--- config.mk ---
export PLATFORM = sky130hd
export DESIGN_NAME = exc_entry_ctrl
export DESIGN_NICKNAME = d
export VERILOG_FILES = /design/src/rtl/exc_pkg.sv /design/src/rtl/exc_arbiter.sv /design/src/rtl/exc_spsr_bank.sv /design/src/rtl/exc_entry_ctrl.sv
export SDC_FILE = /design/constraint.sdc
export NUM_CORES = 1
export LEC_CHECK = 0
export BUFFER_PORTS_ARGS = -buffer_cell sky130_fd_sc_hd__buf_2
export CAP_MARGIN = 5
export CELL_PAD_IN_SITES_DETAIL_PLACEMENT = 1
export CELL_PAD_IN_SITES_GLOBAL_PLACEMENT = 1
export CORE_ASPECT_RATIO = 0.7
export CORE_MARGIN = 2
export CORE_UTILIZATION = 44
export CTS_BUF_LIST = sky130_fd_sc_hd__clkbuf_4
export DETAILED_ROUTE_END_ITERATION = 16
export PLACE_DENSITY_LB_ADDON = 0.1
export SLEW_MARGIN = 5
export SYNTH_ARGS = -nofsm -noshare
export SYNTH_HDL_FRONTEND = slang
export SYNTH_HIERARCHICAL = 1
export SYNTH_SLANG_ARGS = --single-unit
--- constraint.sdc ---
create_clock -name clk -period 7.5 [get_ports clk]
set_clock_uncertainty 0.05 [all_clocks]
set_input_delay 0.375 -clock clk [delete_from_list [all_inputs] [get_ports clk]]
set_output_delay 0.375 -clock clk [all_outputs]
set_load 0.05 [all_outputs]
--- src/rtl/exc_pkg.sv ---
package exc_pkg;

  typedef logic [4:0] mode_t;

  localparam mode_t M_USR = 5'b10000;
  localparam mode_t M_FIQ = 5'b10001;
  localparam mode_t M_IRQ = 5'b10010;
  localparam mode_t M_SVC = 5'b10011;
  localparam mode_t M_ABT = 5'b10111;
  localparam mode_t M_UND = 5'b11011;
  localparam mode_t M_SYS = 5'b11111;

  localparam int SW    = 32;  // status word width
  localparam int B_I   = 7;
  localparam int B_F   = 6;
  localparam int B_T   = 5;
  localparam int NEXC  = 7;
  localparam int NBANK = 5;
  localparam int BIW   = $clog2(NBANK);

  localparam logic [SW-1:0] CPSR_RST = 32'h0000_00D3;

  // Enum order is the acceptance priority (index 0 wins).
  typedef enum logic [2:0] {
    EX_RST  = 3'd0,
    EX_DABT = 3'd1,
    EX_FIQ  = 3'd2,
    EX_IRQ  = 3'd3,
    EX_PABT = 3'd4,
    EX_UND  = 3'd5,
    EX_SWI  = 3'd6
  } exc_e;

  function automatic mode_t target_mode(exc_e e);
    case (e)
      EX_RST, EX_SWI:   return M_SVC;
      EX_DABT, EX_PABT: return M_ABT;
      EX_FIQ:           return M_FIQ;
      EX_IRQ:           return M_IRQ;
      default:          return M_UND;
    endcase
  endfunction

  // Word slot in the vector table; slot 5 is reserved and unused.
  function automatic logic [2:0] vector_slot(exc_e e);
    case (e)
      EX_RST:  return 3'd0;
      EX_UND:  return 3'd1;
      EX_SWI:  return 3'd2;
      EX_PABT: return 3'd3;
      EX_DABT: return 3'd4;
      EX_IRQ:  return 3'd6;
      default: return 3'd7;
    endcase
  endfunction

  function automatic logic [SW-1:0] entry_status(logic [SW-1:0] s, exc_e e);
    logic [SW-1:0] r;
    r        = s;
    r[4:0]   = target_mode(e);
    r[B_I]   = 1'b1;
    r[B_T]   = 1'b0;
    if (e == EX_RST || e == EX_FIQ) r[B_F] = 1'b1;
    return r;
  endfunction

  function automatic logic has_bank(mode_t m);
    return (m == M_FIQ) || (m == M_IRQ) || (m == M_SVC) ||
           (m == M_ABT) || (m == M_UND);
  endfunction

  function automatic logic [BIW-1:0] bank_idx(mode_t m);
    case (m)
      M_FIQ:   return BIW'(0);
      M_IRQ:   return BIW'(1);
      M_SVC:   return BIW'(2);
      M_ABT:   return BIW'(3);
      M_UND:   return BIW'(4);
      default: return BIW'(NBANK);  // out of range: no bank
    endcase
  endfunction

endpackage

--- src/rtl/exc_arbiter.sv ---
module exc_arbiter
  import exc_pkg::*;
#(
  parameter int N  = NEXC,
  localparam int IW = $clog2(N)
) (
  input  logic          clk,
  input  logic          rst_n,
  input  logic [N-1:0]  req,
  input  logic          mask_irq,
  input  logic          mask_fiq,
  output logic          any,
  output logic [IW-1:0] idx
);

  logic [N-1:0] eff;
  logic [N-1:0] grant;

  always_comb begin
    eff = req;
    eff[int'(EX_IRQ)] = req[int'(EX_IRQ)] & ~mask_irq;
    eff[int'(EX_FIQ)] = req[int'(EX_FIQ)] & ~mask_fiq;
  end

  always_comb begin
    grant = '0;
    any   = 1'b0;
    idx   = '0;
    for (int i = 0; i < N; i++) begin
      if (eff[i] && !any) begin
        grant[i] = 1'b1;
        any      = 1'b1;
        idx      = IW'(i);
      end
    end
  end

  // never more than one cause accepted
  p_grant_onehot_r7: assert property (@(posedge clk) disable iff (!rst_n)
    $onehot0(grant));

  // a reset request always wins
  p_reset_first_r7: assert property (@(posedge clk) disable iff (!rst_n)
    req[int'(EX_RST)] |-> (any && idx == IW'(EX_RST)));

  // masked interrupts are never accepted
  p_irq_masked_r8: assert property (@(posedge clk) disable iff (!rst_n)
    mask_irq |-> !(any && idx == IW'(EX_IRQ)));

  p_fiq_masked_r8: assert property (@(posedge clk) disable iff (!rst_n)
    mask_fiq |-> !(any && idx == IW'(EX_FIQ)));

endmodule

--- src/rtl/exc_spsr_bank.sv ---
module exc_spsr_bank
  import exc_pkg::*;
#(
  parameter int NB = NBANK,
  parameter int W  = SW,
  localparam int IW = $clog2(NB)
) (
  input  logic          clk,
  input  logic          rst_n,
  input  logic          we,
  input  logic [IW-1:0] wsel,
  input  logic [W-1:0]  wdata,
  input  logic [IW-1:0] rsel,
  output logic [W-1:0]  rdata
);

  logic [W-1:0]         regs_q [NB];
  logic [NB-1:0][W-1:0] regs_flat;

  for (genvar b = 0; b < NB; b++) begin : g_bank
    always_ff @(posedge clk or negedge rst_n) begin
      if (!rst_n)                     regs_q[b] <= '0;
      else if (we && wsel == IW'(b))  regs_q[b] <= wdata;
    end
    assign regs_flat[b] = regs_q[b];
  end

  assign rdata = (int'(rsel) < NB) ? regs_q[rsel] : '0;

  // saved registers move only on a write
  p_bank_hold_r4: assert property (@(posedge clk) disable iff (!rst_n)
    !we |=> $stable(regs_flat));

endmodule

--- src/rtl/exc_entry_ctrl.sv ---
module exc_entry_ctrl
  import exc_pkg::*;
#(
  parameter int             AW       = 32,
  parameter logic [AW-1:0]  VEC_BASE = '0,
  parameter int             LINK_OFS = 4
) (
  input  logic          clk,
  input  logic          rst_n,
  input  logic          req_rst,
  input  logic          req_und,
  input  logic          req_swi,
  input  logic          req_pabt,
  input  logic          req_dabt,
  input  logic          req_irq,
  input  logic          req_fiq,
  input  logic [AW-1:0] cur_pc,
  input  logic          ret_cmd,
  input  logic [AW-1:0] ret_addr,
  input  logic          sr_we,
  input  logic [SW-1:0] sr_wdata,
  output logic [SW-1:0] cpsr,
  output logic          pc_load,
  output logic [AW-1:0] pc_next,
  output logic          lr_we,
  output logic [4:0]    lr_mode,
  output logic [AW-1:0] lr_data,
  output logic          spsr_we,
  output logic [4:0]    spsr_mode,
  output logic [SW-1:0] spsr_data
);

  localparam int XIW = $clog2(NEXC);

  function automatic logic [AW-1:0] vec_addr(exc_e e);
    return VEC_BASE + (AW'(vector_slot(e)) << 2);
  endfunction

  logic [SW-1:0]   cpsr_q, cpsr_d;
  logic [NEXC-1:0] req_vec;
  logic            entry;
  logic [XIW-1:0]  win_idx;
  exc_e            win;
  mode_t           tgt_mode;
  mode_t           cur_mode;
  logic            ret_ok;
  logic [SW-1:0]   saved_st;

  always_comb begin
    req_vec = '0;
    req_vec[int'(EX_RST)]  = req_rst;
    req_vec[int'(EX_DABT)] = req_dabt;
    req_vec[int'(EX_FIQ)]  = req_fiq;
    req_vec[int'(EX_IRQ)]  = req_irq;
    req_vec[int'(EX_PABT)] = req_pabt;
    req_vec[int'(EX_UND)]  = req_und;
    req_vec[int'(EX_SWI)]  = req_swi;
  end

  exc_arbiter #(.N(NEXC)) u_arb (
    .clk      (clk),
    .rst_n    (rst_n),
    .req      (req_vec),
    .mask_irq (cpsr_q[B_I]),
    .mask_fiq (cpsr_q[B_F]),
    .any      (entry),
    .idx      (win_idx)
  );

  assign win      = exc_e'(win_idx);
  assign tgt_mode = target_mode(win);
  assign cur_mode = cpsr_q[4:0];
  assign ret_ok   = ret_cmd && !entry && has_bank(cur_mode);

  exc_spsr_bank #(.NB(NBANK), .W(SW)) u_bank (
    .clk   (clk),
    .rst_n (rst_n),
    .we    (entry),
    .wsel  (bank_idx(tgt_mode)),
    .wdata (cpsr_q),
    .rsel  (bank_idx(cur_mode)),
    .rdata (saved_st)
  );

  always_comb begin
    if (entry)       cpsr_d = entry_status(cpsr_q, win);
    else if (ret_ok) cpsr_d = saved_st;
    else if (sr_we)  cpsr_d = sr_wdata;
    else             cpsr_d = cpsr_q;
  end

  always_ff @(posedge clk or negedge rst_n) begin
    if (!rst_n) cpsr_q <= CPSR_RST;
    else        cpsr_q <= cpsr_d;
  end

  assign cpsr      = cpsr_q;
  assign pc_load   = entry || ret_ok;
  assign pc_next   = entry ? vec_addr(win) : (ret_ok ? ret_addr : '0);
  assign lr_we     = entry;
  assign lr_mode   = entry ? tgt_mode : 5'b0;
  assign lr_data   = entry ? cur_pc + AW'(LINK_OFS) : '0;
  assign spsr_we   = entry;
  assign spsr_mode = entry ? tgt_mode : 5'b0;
  assign spsr_data = entry ? cpsr_q : '0;

  // the mode field lands on the accepted cause's mode
  p_entry_mode_r3: assert property (@(posedge clk) disable iff (!rst_n)
    entry |=> cpsr[4:0] == $past(tgt_mode));

  // entry masks IRQ and leaves the 32-bit instruction state
  p_entry_mask_r6: assert property (@(posedge clk) disable iff (!rst_n)
    entry |=> (cpsr[B_I] && !cpsr[B_T]));

  // flags survive entry
  p_entry_flags_r6: assert property (@(posedge clk) disable iff (!rst_n)
    entry |=> cpsr[31:28] == $past(cpsr[31:28]));

  // return restores the saved word of the mode it leaves
  p_ret_restore_r9: assert property (@(posedge clk) disable iff (!rst_n)
    ret_ok |=> cpsr == $past(saved_st));

  // return from a mode without a saved register changes nothing
  p_ret_ignored_r9: assert property (@(posedge clk) disable iff (!rst_n)
    (ret_cmd && !entry && !sr_we && !has_bank(cpsr[4:0])) |=> $stable(cpsr));

  // the reserved vector slot is never produced
  p_no_reserved_r2: assert property (@(posedge clk) disable iff (!rst_n)
    entry |-> pc_next != VEC_BASE + AW'(20));

endmodule

# Word-level counts from Yosys, hierarchy flattened
# Index checks and enable logic that the tools add are counted.
# Widths: inputs -> output; s select.
[op_classes] n_eq_ne=21 add_sub_neg=1 n_mux=30 order_cmp=2 bitwise_logic=6 n_reduce_logical=34
[op_table] operator="$mux 32" count=9
[op_table] operator="$bmux 32 s3" count=1
[op_table] operator="$eq 5x5->1 const B" count=10
[op_table] operator="$add 32x3->32 const B" count=1
[op_table] operator="$pmux 3 s5" count=2
[op_table] operator="$pmux 3 s6" count=1
[op_table] operator="$pmux 4 s4" count=1
[op_table] operator="$logic_and 1x1->1" count=13
[op_table] operator="$eq 3x2->1 const B" count=4
[op_table] operator="$eq 3x3->1 const B" count=4
[op_table] operator="$mux 1" count=9
[op_table] operator="$mux 3" count=3
[op_table] operator="$mux 8" count=1
[op_table] operator="$logic_not 1->1" count=7
[op_table] operator="$eq 3x1->1 const B" count=2
[op_table] operator="$logic_not 3->1" count=2
[op_table] operator="$logic_or 1x1->1" count=6
[op_table] operator="$mux 5" count=1
[op_table] operator="$ge 4x4->1 const B" count=1
[op_table] operator="$mux 2" count=2
[op_table] operator="$not 3->4" count=1
[op_table] operator="$reduce_and 2->1" count=2
[op_table] operator="$reduce_or 2->1" count=2
[op_table] operator="$lt 3x3->1 const B" count=1
[op_table] operator="other kinds (5)" count=8
[word_totals] register_bits=192 output_inout_bits=141 elab_cells=102 input_bits=107

# Logic depth before layout (Yosys ltp)
[logic_depth] depth_word=26 ltp_mapped=12 mapped_depth_nobuf=10

# Cells and area by module
# Netlist, hierarchy kept.
[modules_own_cells] mod="exc_spsr_bank" n_inst=1 cells_per_inst=492 seq_area_each_um2=4003.8 area_per_inst_um2=7241.9
[modules_own_cells] mod="exc_entry_ctrl" n_inst=1 cells_per_inst=380 seq_area_each_um2=807.0 area_per_inst_um2=3044.2
[modules_own_cells] mod="exc_arbiter" n_inst=1 cells_per_inst=12 seq_area_each_um2=0.0 area_per_inst_um2=87.6

# Worst setup path after synthesis
# OpenSTA, ideal clock, no wires.
[synth_timing] path_type="reg-to-output" from="reg cpsr_q[7], in the netlist cpsr[7]" to="out pc_next[2]" path_buffers=3 t_arrival_ns=3.495 stages_incl_launch_ff=7 required_time_ns=7.075 slack_ns=3.580 cell_sequence="dfstp_2 > nand2b_1 > nand4bb_1 > buf_4 > clkbuf_1 > clkbuf_1 > o21ai_0"
[synth_via] elab_chain_len=18 elab_cells_between_ends=29 classes_between="5 x eq/ne; 11 x mux; 2 x bitwise; 11 x reduce/logical"
[synth_rtl] element="start: declaration" line_no="exc_entry_ctrl.sv:39" text="logic [SW-1:0] cpsr_q, cpsr_d;"
[synth_rtl] element="start signal: assignment" line_no="exc_entry_ctrl.sv:94" text="else cpsr_q <= cpsr_d;"
[synth_rtl] element="$not 1->1 *" line_no="exc_arbiter.sv:21" text="eff[int'(EX_IRQ)] = req[int'(EX_IRQ)] & ~mask_irq;"
[synth_rtl] element="$and 1x1->1 *" line_no="exc_arbiter.sv:21"
[synth_rtl] element="$logic_and 1x1->1 *" line_no="exc_arbiter.sv:30" text="if (eff[i] && !any) begin"
[synth_rtl] element="$mux 1 *" line_no="exc_arbiter.sv:30"
[synth_rtl] element="$logic_not 1->1" line_no="exc_arbiter.sv:30"
[synth_rtl] element="$logic_and 1x1->1" line_no="exc_arbiter.sv:30"
[synth_rtl] element="$mux 1 *" line_no="exc_arbiter.sv:30"
[synth_rtl] element="$logic_not 1->1" line_no="exc_arbiter.sv:30"
[synth_rtl] element="(+2 left out)"
[synth_rtl] element="$logic_not 1->1" line_no="exc_arbiter.sv:30"
[synth_rtl] element="$logic_and 1x1->1" line_no="exc_arbiter.sv:30"
[synth_rtl] element="$mux 1 *" line_no="exc_arbiter.sv:30"
[synth_rtl] element="via lr_we" line_no="exc_entry_ctrl.sv:25" text="output logic lr_we,"
[synth_rtl] element="$logic_not 1->1" line_no="exc_entry_ctrl.sv:73" text="assign ret_ok = ret_cmd && !entry && has_bank(cur_mode);"
[synth_rtl] element="$logic_and 1x1->1 (2 in a row)" line_no="exc_entry_ctrl.sv:73"
[synth_rtl] element="$mux 32" line_no="exc_entry_ctrl.sv:99" text="assign pc_next = entry ? vec_addr(win) : (ret_ok ? ret_addr : '0);"
[synth_rtl] element="$mux 32 *" line_no="exc_entry_ctrl.sv:99"
[synth_rtl] element="end: declaration" line_no="exc_entry_ctrl.sv:24" text="output logic [AW-1:0] pc_next,"
# Mark *: on every way through the listed nets, which the timed path passes. The rest lies on a longest branch.

# Final worst setup path
[layout_timing] from="reg cpsr_q[6], in the netlist cpsr[6]" to="out pc_next[5]"
[layout_via] elab_chain_len=21
[layout_rtl] element="$not 1->1 *" line_no="exc_arbiter.sv:22" text="eff[int'(EX_FIQ)] = req[int'(EX_FIQ)] & ~mask_fiq;"
[layout_rtl] element="$and 1x1->1 *" line_no="exc_arbiter.sv:22"
[layout_rtl] element="$logic_and 1x1->1 *" line_no="exc_arbiter.sv:30"
[layout_rtl] element="$mux 1 *" line_no="exc_arbiter.sv:30"
[layout_rtl] element="$logic_not 1->1" line_no="exc_arbiter.sv:30"
[layout_rtl] element="$logic_and 1x1->1" line_no="exc_arbiter.sv:30"
[layout_rtl] element="$mux 1 *" line_no="exc_arbiter.sv:30"
[layout_rtl] element="$logic_not 1->1" line_no="exc_arbiter.sv:30"
[layout_rtl] element="(+4 left out)"
[layout_rtl] element="$mux 1 *" line_no="exc_arbiter.sv:30"
[layout_rtl] element="$logic_not 1->1" line_no="exc_arbiter.sv:30"
[layout_rtl] element="$logic_and 1x1->1" line_no="exc_arbiter.sv:30"
[layout_rtl] element="$mux 1 *" line_no="exc_arbiter.sv:30"
[layout_rtl] element="$logic_not 1->1" line_no="exc_entry_ctrl.sv:73"
[layout_rtl] element="$logic_and 1x1->1 (2 in a row)" line_no="exc_entry_ctrl.sv:73"
[layout_rtl] element="$mux 32" line_no="exc_entry_ctrl.sv:99"
[layout_rtl] element="$mux 32 *" line_no="exc_entry_ctrl.sv:99"
# Every way passes the cells marked *; elsewhere a longest branch is shown, timed or not.

==> results.tsv <==
stage	metric	value	unit
floorplan	row cnt	46	
setup_path	FF-to-FF Start	cpsr[7]$_DFFE_PN1P_	
logic_synthesis	syn nets	992	
power_and_ir_drop	Leakage	5.73	nW
cts	CTS Buf Count	17	
setup_path	Most common cell on crit path	buf_4	
power_and_ir_drop	Logic pwr share	0.368	
layout	register area	0.00481	mm^2
timing	hold_ws	149	ps
layout	fin area	0.0124	mm^2
cts	clock slew at reported path FFs	170	ps
logic_synthesis	asr flop ratio synth	1.00	
min_path	Tightest Hold Check Type	input port to flop	
cts	H-Tree Depth	4	
run_status	status	completed	
global_route	first-pass GRT wire length	48000	um
floorplan	core area	0.0229	mm^2
layout	share of layout cells above drive strength 1	0.438	
route	vias per inst	5.40	
logic_synthesis	register bit count reported by yosys	192	
power_and_ir_drop	P_int	2.10	mW
setup_path	critical path peak fanout	36	
timing	RSZ-0062 raised after global routing	false	
setup_path	Critical Path Source	cpsr[6]$_DFFE_PN1P_	
timing	setup TNS	0	ps
setup_path	worst path required time	7070	ps
route	post-DR wirelength/cell	20.7	um
placed_design	Port Buffers	247	
setup_path	CP delay by family, top	buffers and inverters	
cts	Max Root-Sink Buffers	2	
global_route	GR Util met2	0.388	
logic_synthesis	ys flop type	dfrtp_1	
power_and_ir_drop	peak supply drop	0.000187	V
logic_synthesis	synth unique cells	63	
cts	clk_lat worst skew	610	ps
global_route	Tot GR Track Use	0.245	
global_route	total gr overflow	0	
timing	Final Slew Violations	0	
power_and_ir_drop	Clk pwr share	0.179	
logic_synthesis	Post-synth EDFFs	0	
layout	filler instances	2547	
setup_path	CP Buf/Inv Count	3	
floorplan	die height	132	um
logic_synthesis	Seq/Total Area, Yosys	0.464	
global_route	global-route met3 utilization	0.0377	
route	final wirelength	30000	um
layout	area of the multi-input gates	0.00520	mm^2
logic_synthesis	synthesized area	0.0104	mm^2
layout	area delta synth->final	19.4	%
layout	Antenna Cells	0	
setup_path	CP Class	flop to output port	
logic_synthesis	Syn Inst Count	884	
timing	crit share post-route	0.607	
logic_synthesis	syn_area_per_cell	11.7	um^2
global_route	gr busiest metal	met2	
power_and_ir_drop	sequential power share	0.452	
global_route	GR Util met1	0.360	
timing	Worst Max-Slew Pin Slew	1140	ps
setup_path	CP Capture Type	output port	
route	Initial DRT Pass Iterations	4	
timing	setup violators final	0	
route	DRC	0	
floorplan	die area	0.0248	mm^2
cts	Clk Tree Root Cell	clkbuf_4	
logic_synthesis	synth top area cells	dfrtp_1 (45%), mux2_2 (17%), mux2_1 (4.0%)	
logic_synthesis	Syn. warnings	6	
timing	fin crit period	4550	ps
placed_design	Final Wtd Congestion	0.756	
cts	Setup Buffers After CTS	0	
placed_design	hpwl dp	19200	um
route	Iter 0 DRT Violations	520	
layout	# nets final	1237	
cts	# resized after CTS	0	
min_path	hold path start	sr_wdata[2]	
cts	clk sinks	192	
route	Final ANT Viol Nets	0	
placed_design	pre-CTS setup slack	3030	ps
floorplan	DIE WIDTH	188	um
setup_path	Reg2Reg Setup Slack	3010	ps
timing	Final WS setup	2950	ps
power_and_ir_drop	sw power	1.32	mW
route	vias post-DR	7855	
timing	Slew headroom	0.236	
timing	Fin. Hold Viols	0	
placed_design	dpl cell area	0.0118	mm^2
cts	CTS tree	yes	
global_route	initial antenna violation count	0	
setup_path	Slowest cell on crit path	dfstp_2	
global_route	number of global-route vias before repair	8283	
power_and_ir_drop	Net Sw Frac	0.386	
setup_path	Worst path max stage delay	700	ps
job	Max Cap Viol	0	
global_route	largest net degree at the start of global routing	125	
power_and_ir_drop	PwrDens	277	mW/mm^2
setup_path	CP Cell Sequence	nand2b_1, nand4bb_4, buf_4, nor2_1, a21boi_4, buf_4, and2_1, buf_2	
floorplan	IO Pins	248	
cts	hold_buf cts	29	
setup_path	Setup crit start kind	flop	
floorplan	Initial Util	0.453	
setup_path	WP data arrival	4130	ps
logic_synthesis	dominant cell type by area after synthesis	dfrtp_1	
logic_synthesis	Synth top area share	0.451	
timing	fmax	220	MHz
-- placed cells by master (no fill, tap or decap), types with 15 or more instances in the layout --
cell	n
xor2_1	21
clkbuf_4	20
and2_1	65
buf_4	15
nand2_1	30
a221o_1	39
mux2_2	156
mux2i_1	36
mux2_1	37
buf_2	246
dlygate4sd3_1	29
nor2_1	78
dfrtp_1	187
-- per-layer routing --
metal | wire, um | part of all wire
met3 | 1290 | 0.043
met2 | 13800 | 0.46
met1 | 14700 | 0.49
met5 | 0 | 0
met4 | 207 | 0.0069
-- worst paths after layout --
| path | end | cells after the start |
|---|---|---|
| max in group asynchronous | u_bank/regs_flat[23]$_DFFE_PN0P_ | 3 |
| setup / recovery | pc_next[5] | 8 |
| hold reg to reg | u_bank/regs_flat[76]$_DFFE_PN0P_ | 1 |
| hold / removal | cpsr[2]$_DFFE_PN0P_ | 3 |
| min in group asynchronous | u_bank/regs_flat[5]$_DFFE_PN0P_ | 2 |
| setup reg to reg | u_bank/regs_flat[119]$_DFFE_PN0P_ | 7 |
-- cells in the mapped netlist (all sizes together) (9+ instances only) --
library cell  count
nand3            14
a221o            39
nand2            30
clkbuf           22
and2             66
mux2            193
o21ai            10
nor2b            10
dfrtp           187
or2              12
nor2             79
nand2b            9
buf              43
o221a            10
mux2i            36
xor2             21
nand4            12
a21oi            11
-- kinds of logic after synthesis --
family / after synthesis / share of synthesized area
AND/OR/NAND/NOR: 268 / 0.143
buffers and inverters: 72 / 0.0422
adder cells (fa/ha/maj): 1 / 0.00121
XOR/XNOR: 28 / 0.0236
AO/OA/AOI/OAI: 94 / 0.0824
multiplexers: 229 / 0.244
flip-flops: 192 / 0.464
-- final cells by class --
class                   instances  area share
multi-input cells             620       0.420
flip-flops and latches        192       0.389
repair buffers                291       0.133
well taps                     312      0.0315
clock inverters                12      0.0126
clock buffers                  20      0.0121
inverters                       7     0.00212
-- state kept, by name, summed over array words and instances, names as in the netlist --
register / cells
cpsr: 32
u_bank/regs_flat: 160
-- worst reg2reg max path, stage by stage, from the launching register on --
cell      delay [ps]
dfstp_2          450
nand2b_1         240
a311oi_1         830
inv_1            180
mux2i_1          670
nand4b_1        1040
buf_4            590
mux2_2           300
-- through the flow --
stage	utilization	power, mW	instances
after CTS	0.541	3.45	1454
after global routing	0.541	3.62	1454
after detailed placement	0.514	2.82	1393
final	0.541	3.43	1454
after floorplan	-	2.48	884
after global placement	0.514	2.79	1393
-- power by group through the flow --
stage / clock network [mW] / logic, mW / registers (mW)
floorplan: 0 / 0.843 / 1.63
global placement: 0 / 1.23 / 1.56
detailed placement: 0 / 1.25 / 1.57
CTS: 0.633 / 1.27 / 1.55
global route: 0.671 / 1.35 / 1.60
finish: 0.615 / 1.26 / 1.55
Note: power is estimated with default switching activity, not from simulation.
